$ cat src/rtl/dma_arb_pkg.sv
package dma_arb_pkg;

  // Software priority levels; numerically larger means more urgent.
  typedef enum logic [1:0] {
    PRIO_LOW   = 2'b00,
    PRIO_MED   = 2'b01,
    PRIO_HIGH  = 2'b10,
    PRIO_VHIGH = 2'b11
  } prio_e;

  localparam int unsigned PRIO_BITS   = $bits(prio_e);
  localparam int unsigned DEF_CHANNELS = 7;

endpackage

$ cat src/rtl/dma_arb_rst_sync.sv
// Asynchronous assert, synchronous release.
module dma_arb_rst_sync #(
  parameter int unsigned STAGES = 2
) (
  input  logic clk_i,
  input  logic arst_ni,
  output logic rst_no
);

  logic [STAGES-1:0] sync_q;

  always_ff @(posedge clk_i or negedge arst_ni) begin
    if (!arst_ni) begin
      sync_q <= '0;
    end else begin
      sync_q <= {sync_q[STAGES-2:0], 1'b1};
    end
  end

  assign rst_no = sync_q[STAGES-1];

endmodule

$ cat src/rtl/dma_arb_level.sv
// Finds the highest priority level among eligible channels and flags
// every eligible channel sitting at that level.
module dma_arb_level #(
  parameter int unsigned NUM_CH = 7,
  parameter int unsigned PRIO_W = 2
) (
  input  logic [NUM_CH-1:0]        elig_i,
  input  logic [NUM_CH*PRIO_W-1:0] prio_i,
  output logic [NUM_CH-1:0]        top_o
);

  localparam int unsigned LEVELS = 1 << PRIO_W;

  logic [LEVELS-1:0][NUM_CH-1:0] at_level;
  logic [LEVELS-1:0]             level_hit;
  logic [PRIO_W-1:0]             top_level;

  for (genvar l = 0; l < LEVELS; l++) begin : g_level
    for (genvar c = 0; c < NUM_CH; c++) begin : g_chan
      assign at_level[l][c] = elig_i[c] &&
                              (prio_i[c*PRIO_W +: PRIO_W] == PRIO_W'(l));
    end
    assign level_hit[l] = |at_level[l];
  end

  // Later (higher) levels override earlier ones.
  always_comb begin
    top_level = '0;
    for (int l = 0; l < LEVELS; l++) begin
      if (level_hit[l]) begin
        top_level = PRIO_W'(l);
      end
    end
  end

  assign top_o = at_level[top_level];

endmodule

$ cat src/rtl/dma_arb_lowfirst.sv
// Keeps only the lowest-index candidate and encodes its position.
module dma_arb_lowfirst #(
  parameter int unsigned NUM_CH = 7,
  parameter int unsigned IDX_W  = 3
) (
  input  logic [NUM_CH-1:0] cand_i,
  output logic [NUM_CH-1:0] win_o,
  output logic [IDX_W-1:0]  idx_o
);

  logic [NUM_CH-1:0] lower_seen;

  assign lower_seen[0] = 1'b0;
  for (genvar c = 1; c < NUM_CH; c++) begin : g_prefix
    assign lower_seen[c] = lower_seen[c-1] | cand_i[c-1];
  end

  assign win_o = cand_i & ~lower_seen;

  always_comb begin
    idx_o = '0;
    for (int c = 0; c < NUM_CH; c++) begin
      if (win_o[c]) begin
        idx_o = idx_o | IDX_W'(c);
      end
    end
  end

endmodule

$ cat src/rtl/dma_arb_hold.sv
// Grant register: loads a new decision only when idle or when the
// holder reports its item finished.
module dma_arb_hold #(
  parameter int unsigned NUM_CH = 7,
  parameter int unsigned IDX_W  = 3
) (
  input  logic              clk_i,
  input  logic              rst_ni,
  input  logic              done_i,
  input  logic [NUM_CH-1:0] win_i,
  input  logic [IDX_W-1:0]  win_idx_i,
  output logic [NUM_CH-1:0] gnt_o,
  output logic [IDX_W-1:0]  idx_o,
  output logic              valid_o
);

  logic [NUM_CH-1:0] gnt_q, gnt_d;
  logic [IDX_W-1:0]  idx_q, idx_d;
  logic              busy;
  logic              load_en;

  assign busy    = |gnt_q;
  assign load_en = !busy || done_i;

  always_comb begin
    gnt_d = gnt_q;
    idx_d = idx_q;
    if (load_en) begin
      gnt_d = win_i;
      idx_d = win_idx_i;
    end
  end

  always_ff @(posedge clk_i or negedge rst_ni) begin
    if (!rst_ni) begin
      gnt_q <= '0;
      idx_q <= '0;
    end else if (load_en) begin
      gnt_q <= gnt_d;
      idx_q <= idx_d;
    end
  end

  assign gnt_o   = gnt_q;
  assign idx_o   = idx_q;
  assign valid_o = busy;

endmodule

$ cat src/rtl/dma_chan_arbiter.sv
module dma_chan_arbiter #(
  parameter int unsigned NUM_CH = dma_arb_pkg::DEF_CHANNELS,
  parameter int unsigned PRIO_W = dma_arb_pkg::PRIO_BITS,
  parameter int unsigned IDX_W  = (NUM_CH > 1) ? $clog2(NUM_CH) : 1
) (
  input  logic                     clk_i,
  input  logic                     rst_ni,
  input  logic [NUM_CH-1:0]        req_i,
  input  logic [NUM_CH-1:0]        en_i,
  input  logic [NUM_CH*PRIO_W-1:0] prio_i,
  input  logic                     item_done_i,
  output logic [NUM_CH-1:0]        gnt_o,
  output logic [IDX_W-1:0]         gnt_idx_o,
  output logic                     gnt_valid_o
);

  logic              rst_n_sync;
  logic [NUM_CH-1:0] eligible;
  logic [NUM_CH-1:0] top_cand;
  logic [NUM_CH-1:0] winner;
  logic [IDX_W-1:0]  winner_idx;

  dma_arb_rst_sync #(.STAGES(2)) u_rst_sync (
    .clk_i  (clk_i),
    .arst_ni(rst_ni),
    .rst_no (rst_n_sync)
  );

  assign eligible = req_i & en_i;

  dma_arb_level #(.NUM_CH(NUM_CH), .PRIO_W(PRIO_W)) u_level (
    .elig_i(eligible),
    .prio_i(prio_i),
    .top_o (top_cand)
  );

  dma_arb_lowfirst #(.NUM_CH(NUM_CH), .IDX_W(IDX_W)) u_lowfirst (
    .cand_i(top_cand),
    .win_o (winner),
    .idx_o (winner_idx)
  );

  dma_arb_hold #(.NUM_CH(NUM_CH), .IDX_W(IDX_W)) u_hold (
    .clk_i    (clk_i),
    .rst_ni   (rst_n_sync),
    .done_i   (item_done_i),
    .win_i    (winner),
    .win_idx_i(winner_idx),
    .gnt_o    (gnt_o),
    .idx_o    (gnt_idx_o),
    .valid_o  (gnt_valid_o)
  );

endmodule

$ cat config.mk
export PLATFORM = sky130hd
export DESIGN_NAME = dma_chan_arbiter
export DESIGN_NICKNAME = d
export VERILOG_FILES = /design/src/rtl/dma_arb_pkg.sv /design/src/rtl/dma_arb_rst_sync.sv /design/src/rtl/dma_arb_level.sv /design/src/rtl/dma_arb_lowfirst.sv /design/src/rtl/dma_arb_hold.sv /design/src/rtl/dma_chan_arbiter.sv
export SDC_FILE = /design/constraint.sdc
export NUM_CORES = 1
export LEC_CHECK = 0
export ABC_AREA = 0
export ABC_CLOCK_PERIOD_IN_PS = 1270
export BUFFER_PORTS_ARGS = -buffer_cell sky130_fd_sc_hd__buf_4
export CAP_MARGIN = 0
export CORE_AREA = 2 2 64 51
export CTS_BUF_LIST = sky130_fd_sc_hd__clkbuf_8 sky130_fd_sc_hd__clkbuf_16
export CTS_CLUSTER_SIZE = 16
export DETAILED_ROUTE_END_ITERATION = 16
export DIE_AREA = 0 0 66 53
export GPL_ROUTABILITY_DRIVEN = 0
export PLACE_DENSITY = 0.63
export SYNTH_ARGS = -nofsm -noshare
export SYNTH_HDL_FRONTEND = slang
export SYNTH_SLANG_ARGS = --single-unit
$ cat constraint.sdc
create_clock -name clk_i -period 1.27 [get_ports clk_i]
set_input_delay 0.254 -clock clk_i [delete_from_list [all_inputs] [get_ports clk_i]]
set_output_delay 0.254 -clock clk_i [all_outputs]
set_load 0.1 [all_outputs]
== After elaboration in Yosys (flattened, before gate mapping) ==
Cells that the tools add are included.
Word-level totals
  register bits after elaboration: 12
  latch bits: 0
  bits in writable memories: 0
  bits in read-only memories: 0
  bits of input ports: 31
  output and inout port bits: 11
  logic and storage cells: 85
  memories kept: 0
Operators by class
  $add $sub $neg: 0
  multiply operators: 0
  divide/modulo/power cells: 0
  magnitude comparators: 1
  eq/ne operators: 21
  shift operators: 0
  multiplexer cells: 11
  bitwise gates (word level): 8
  reductions and logical operators: 41
Operators by type and width (count)
  $eq A2 B2 Y1 const B: 14
  $logic_and A1 B1 Y1: 28
  $reduce_or A7 Y1: 4
  $and A7 B7 Y7: 2
  $bmux W7 S2: 1
  $eq A2 B1 Y1 const B: 7
  $logic_not A2 Y1: 7
  $mux W3: 3
  $mux W2: 4
  $mux W7: 1
  $not A7 Y7: 1
  $or A1 B1 Y1: 5
  $lt A2 B3 Y1 const B: 1
  $mux W1: 2
  $logic_not A1 Y1: 1
  $logic_or A1 B1 Y1: 1

== Depth between registers and ports, before layout ==
  depth after elaboration: 21
  mapped depth: 9
  gate-level depth less buffers: 8

== Hierarchy ==
From an unflattened synthesis, not the netlist that was laid out.
Unflattened totals
  cells, all modules: 114
  area, all modules: 1012.2 µm²
By module, submodules not included
  dma_arb_level: instances 1, cells each 64, area an instance 399.1 µm², seq. area each 0.0 µm²
  dma_arb_hold: instances 1, cells each 24, area an instance 395.4 µm², seq. area each 250.2 µm²
  dma_arb_lowfirst: instances 1, cells each 16, area an instance 120.1 µm², seq. area each 0.0 µm²
  dma_arb_rst_sync: instances 1, cells each 3, area an instance 53.8 µm², seq. area each 50.0 µm²
  dma_chan_arbiter: instances 1, cells each 7, area an instance 43.8 µm², seq. area each 0.0 µm²

== Worst setup path after synthesis ==
OpenSTA, ideal clock, no wires.
  path kind: in2reg
  start point: input port prio_i[5]
  end point: register u_hold.idx_q[0], in the netlist u_hold.idx_o[0]
  library setup time: 0.086 ns
  data arrival time: 2.094 ns
  data required time: 1.184 ns
  setup slack: -0.909 ns
  stages on the path: 9
  buffers on the path: 1
  cell sequence: nand3_2 o22ai_1 or4_1 buf_2 o21a_1 o221a_1 nor4_4 nand3_1 a32oi_1
On the way
  word-level cells in the longest chain between the ends: 16
  elaborated cells between the ends (all ways): 28
  those cells by class: eq/ne (3); mux (11); bitwise (6); reduce/logical (8)
Ends and longest elaborated chain
  start: declaration: RTL line dma_chan_arbiter.sv:10  | input logic [NUM_CH*PRIO_W-1:0] prio_i,
  $eq A2 B1 Y1: RTL line dma_arb_level.sv:21  | (prio_i[c*PRIO_W +: PRIO_W] == PRIO_W'(l));
  $logic_and A1 B1 Y1: RTL line dma_arb_level.sv:20  | assign at_level[l][c] = elig_i[c] &&
  $reduce_or A7 Y1: RTL line dma_arb_level.sv:23  | assign level_hit[l] = |at_level[l];
  $mux W1: RTL line dma_arb_level.sv:30  | if (level_hit[l]) begin
  $mux W2 (2 in series): RTL line dma_arb_level.sv:30
  $bmux W7 S2 (*): RTL line dma_arb_level.sv:36  | assign top_o = at_level[top_level];
  $mux W7 (not written as such) (*): RTL line dma_arb_level.sv:36
  $not A7 Y7 or $or A1 B1 Y1 (tied branches): RTL line dma_arb_lowfirst.sv:18, dma_arb_lowfirst.sv:15
  $and A7 B7 Y7 (*): RTL line dma_arb_lowfirst.sv:18  | assign win_o = cand_i & ~lower_seen;
  $mux W1, or another cell as far along: RTL line dma_arb_lowfirst.sv:23  | if (win_o[c]) begin
  $mux W2, or another cell as far along: RTL line dma_arb_lowfirst.sv:23
  $mux W2 or $not A7 Y7 (tied branches): RTL line dma_arb_lowfirst.sv:23, dma_arb_lowfirst.sv:18
  $mux W3 or $and A7 B7 Y7 (tied branches): RTL line dma_arb_lowfirst.sv:23, dma_arb_lowfirst.sv:18
  $mux W3 (*) (2 in series): RTL line dma_arb_lowfirst.sv:23
  end signal: assignment: RTL line dma_arb_hold.sv:40  | idx_q <= idx_d;
  end: declaration: RTL line dma_arb_hold.sv:18  | logic [IDX_W-1:0] idx_q, idx_d;
Mark *: on every way between the ends. The rest lies on a longest branch, timed or not. The select of a mux whose other input is x is not followed.
A chain may end at the register's enable or synchronous reset.

== Worst setup path in the final report ==
  start point: input port req_i[1]
  end point: register u_hold.idx_q[0], in the netlist u_hold.idx_o[0]
On the way
  word-level cells in the longest chain between the ends: 16
  elaborated cells between the ends (all ways): 25
  those cells by class: mux (11); bitwise (7); reduce/logical (7)
Ends and longest elaborated chain
  start: declaration: RTL line dma_chan_arbiter.sv:8  | input logic [NUM_CH-1:0] req_i,
  $and A7 B7 Y7 (*): RTL line dma_chan_arbiter.sv:29  | assign eligible = req_i & en_i;
  $logic_and A1 B1 Y1: RTL line dma_arb_level.sv:20
  $reduce_or A7 Y1: RTL line dma_arb_level.sv:23
  $mux W1: RTL line dma_arb_level.sv:30
  $mux W2 (2 in series): RTL line dma_arb_level.sv:30
  $bmux W7 S2 (*): RTL line dma_arb_level.sv:36
  $mux W7 (not written as such) (*): RTL line dma_arb_level.sv:36
  $not A7 Y7 or $or A1 B1 Y1 (tied branches): RTL line dma_arb_lowfirst.sv:18, dma_arb_lowfirst.sv:15
  $and A7 B7 Y7 (*): RTL line dma_arb_lowfirst.sv:18
  $mux W1, or another cell as far along: RTL line dma_arb_lowfirst.sv:23
  $mux W2, or another cell as far along: RTL line dma_arb_lowfirst.sv:23
  $mux W2 or $not A7 Y7 (tied branches): RTL line dma_arb_lowfirst.sv:23, dma_arb_lowfirst.sv:18
  $mux W3 or $and A7 B7 Y7 (tied branches): RTL line dma_arb_lowfirst.sv:23, dma_arb_lowfirst.sv:18
  $mux W3 (*) (2 in series): RTL line dma_arb_lowfirst.sv:23
Marked as above.

==> flow_metrics.env <==
export IMPL_critical_path_slowest_cell="sky130_fd_sc_hd__or4_4"
export IMPL_num_vias=1280
export IMPL_required_ps=1420
export IMPL_synthDistinctLibCells=45
export IMPL_primary_ff_master_synth="sky130_fd_sc_hd__dfrtp_1"
export IMPL_fin_skew_ps=9.04
export IMPL_globalRouteMet1Util_pct=28.9
export IMPL_antenna_found_initial=0
export IMPL_postSynthRegisterBits=12
export IMPL_cts_htree_levels=1
export IMPL_post_route_drc_count=0
export IMPL_synth_nets=147
export IMPL_areaGrowthSynthToFinish_pct=105
export IMPL_max_clock_freq_mhz=489
export IMPL_hpwlAfterDp_um=2850
export IMPL_critical_path_max_stage_delay_ps=550
export IMPL_die_y_um=53
export IMPL_busiest_layer="met2"
export IMPL_synth_area_per_cell_um2=8.35
export IMPL_critPathKind="in2reg"
export IMPL_cts_sinks=12
export IMPL_final_max_slew_violation_count=0
export IMPL_grt_pass1_wl_um=5650
export IMPL_rows=17
export IMPL_layout_drive_gt1_share_pct=62.9
export IMPL_yosysTopAreaCell="sky130_fd_sc_hd__dfrtp_1"
export IMPL_initial_detailed_routing_violation_count=51
export IMPL_port_buffers=41
export IMPL_finalSetupViolCount=12
export IMPL_pwr_density_cell_nw_per_um2=1230
export IMPL_met2_usage_pct=36.9
export IMPL_post_synth_top_area_fraction_pct=31.0
export IMPL_final_period_utilization_pct=161
export IMPL_synth_area_leaders="sky130_fd_sc_hd__dfrtp_1, sky130_fd_sc_hd__nand2_1, sky130_fd_sc_hd__nand4b_1, sky130_fd_sc_hd__nand3_1, sky130_fd_sc_hd__o22ai_1"
export IMPL_avgViaCountPerCell=5.33
export IMPL_grt_max_degree=14
export IMPL_grt_util_all_layers_pct=21.6
export IMPL_layout_core_utilization_pct=69.5
export IMPL_unrepaired_setup_endpoints_after_global_routing="yes"
export IMPL_floorplan_core_area_um2=2850
export IMPL_grt_pass1_vias=1258
export IMPL_routed_wire_length_um=3640
export IMPL_finalPower_w=0.00243
export IMPL_tritoncts="built"
export IMPL_post_route_min_period_ps=2050
export IMPL_worstPathCellList="buf_4 -> nand3_4 -> nor2_2 -> or4_4 -> o21a_1 -> o221a_4 -> nor4_4 -> nand3_2 -> a32oi_1"
export IMPL_drtPass1Iterations=5
export IMPL_vdd_drop_max_uv=912
export IMPL_finalSetupTns_ps=-7250
export IMPL_clk_pin_slew_ps=60
export IMPL_initial_core_util_pct=34.0
export IMPL_grt_met3_usage_pct=4.68
export IMPL_layout_commonest_cell="sky130_fd_sc_hd__buf_4"
export IMPL_post_synth_instance_area_um2=968
export IMPL_min_path_type="reg2async"
export IMPL_design_portCount=42
export IMPL_fp_dieW_um=66
export IMPL_yosysSeqAreaShare_pct=31.0
export IMPL_ys_async_sr_fraction_pct=100
export IMPL_cts_root_buffer_cell="sky130_fd_sc_hd__clkbuf_8"
export IMPL_cts_max_path_buffers=2
export IMPL_worst_path_max_fanout=3
export IMPL_status="finished with violations"
export IMPL_residual_antenna_violating_net_count_after_detailed_routing=0
export IMPL_static_leakage_power_nw=0.891
export IMPL_end_kind="flip-flop"
export IMPL_mostFrequentLayoutCells="sky130_fd_sc_hd__buf_4, sky130_fd_sc_hd__nand2_1, sky130_fd_sc_hd__buf_6"
export IMPL_fp_dieArea_um2=3500
export IMPL_cp_arrival_ps=2200
export IMPL_routedWlPerCell_um=15.2
export IMPL_synth_cells=116
export IMPL_synthesis_warning_total=0
export IMPL_clock_insertion_delay_worst_skew_ps=240
export IMPL_fin_nets=234
export IMPL_antennaDiodeCount=0
export IMPL_setup_worst_path_start_class="input pin"
export IMPL_gr_total_overflow=0
export IMPL_final_hold_violation_count=0
export IMPL_violations_in_the_final_reports="setup timing"
export IMPL_finalWorstSetupSlack_ps=-776
export IMPL_timing_max_cap_violations=0
export IMPL_cts_inserted_buffers=3
export IMPL_synth_edf_count=0
## cell type report
| class | count | area [um2] |
|---|---|---|
| inverters | 8 | 30.0 |
| flip-flops and latches | 12 | 312 |
| repair buffers | 85 | 726 |
| multi-input cells | 93 | 811 |
| fillers | 221 | 870 |
| well taps | 38 | 47.5 |
| clock buffers | 4 | 55.1 |
## path summary, 6_finish.rpt
path | from | end | slack, ps | cells past startpoint
worst max-delay path | req_i[1] | u_hold.idx_o[0]$_DFFE_PN0P_ | -780 | 9
worst min-delay path | u_rst_sync.sync_q[1]$_DFF_PN0_ | u_hold.gnt_o[2]$_DFFE_PN0P_ | 160 | 0
worst max register to register | u_hold.gnt_o[6]$_DFFE_PN0P_ | u_hold.gnt_o[4]$_DFFE_PN0P_ | -290 | 5
worst min register to register | u_rst_sync.sync_q[1]$_DFF_PN0_ | u_hold.gnt_o[2]$_DFFE_PN0P_ | 160 | 0
max in group asynchronous | u_rst_sync.sync_q[1]$_DFF_PN0_ | u_hold.gnt_o[0]$_DFFE_PN0P_ | 770 | 0
min in group clk_i | item_done_i | u_hold.gnt_o[3]$_DFFE_PN0P_ | 200 | 2
## metrics by stage
stage	area (um2)	hold slack (ps)	setup slack, ps	std cells
after global placement	1680	35.6	-1090	230
after detailed placement	1680	37.9	-1210	230
after global routing	1980	200	-880	240
after CTS	1890	183	-773	237
after floorplan	1050	-41.6	-795	116
final	1980	165	-776	240
## cell families (layout without fill, tap and decap cells)
group | Yosys count | after routing | share of synthesized area [%]
multiplexers | 3 | 3 | 3.36
XOR/XNOR | 2 | 2 | 1.81
AO/OA/AOI/OAI | 29 | 29 | 23.3
other | 1 | 1 | 0.387
flip-flops | 12 | 12 | 31.0
AND/OR/NAND/NOR | 58 | 58 | 35.7
buffers and inverters | 11 | 97 | 4.52
## synthesized netlist by cell type, types with 2 or more instances
cell	n
sky130_fd_sc_hd__a21oi_1	3
sky130_fd_sc_hd__inv_1	8
sky130_fd_sc_hd__and2_1	4
sky130_fd_sc_hd__nand2_1	16
sky130_fd_sc_hd__buf_2	2
sky130_fd_sc_hd__o22ai_1	5
sky130_fd_sc_hd__xnor2_1	2
sky130_fd_sc_hd__nor2b_1	2
sky130_fd_sc_hd__nor3_1	2
sky130_fd_sc_hd__and3_1	2
sky130_fd_sc_hd__o31ai_1	3
sky130_fd_sc_hd__mux2_2	2
sky130_fd_sc_hd__dfrtp_1	12
sky130_fd_sc_hd__o21ai_1	2
sky130_fd_sc_hd__nand4b_1	6
sky130_fd_sc_hd__nor4_1	2
sky130_fd_sc_hd__o21ai_0	3
sky130_fd_sc_hd__nand4_1	3
sky130_fd_sc_hd__nand3_1	8
sky130_fd_sc_hd__nor2_1	4
## critical path, delay by kind of cell
kind / cells / cell delay [ps]
buf+inv: 1 / 130
simple gates: 5 / 1140
compound gates: 3 / 670
## flip-flops by register name, indices dropped and copies added (netlist names)
register	count
u_hold.gnt_o	7
u_hold.idx_o	3
u_rst_sync.sync_q	2
## routing by layer
layer	wire length, um	share of wire (%)
met5	0	0
met2	1740	48
met1	1670	46
met3	171	4.7
met4	54	1.5
## power by group
part | leakage, nW | total, W | internal [W] | switching (W)
Clock | 0.0288 | 0.000420 | 0.000274 | 0.000146
Combinational | 0.716 | 0.00151 | 0.000579 | 0.000935
Sequential | 0.146 | 0.000498 | 0.000450 | 0.0000483
## timing repair
action                                  4_1_cts  5_1_grt
resized for setup                            31       12
hold buffers                                  1        0
pin swaps                                    10        7
endpoints found under the setup margin       16       14
endpoints found under the hold margin         2        0
setup buffers                                 3        3
Power figures use the tool's default switching activity.
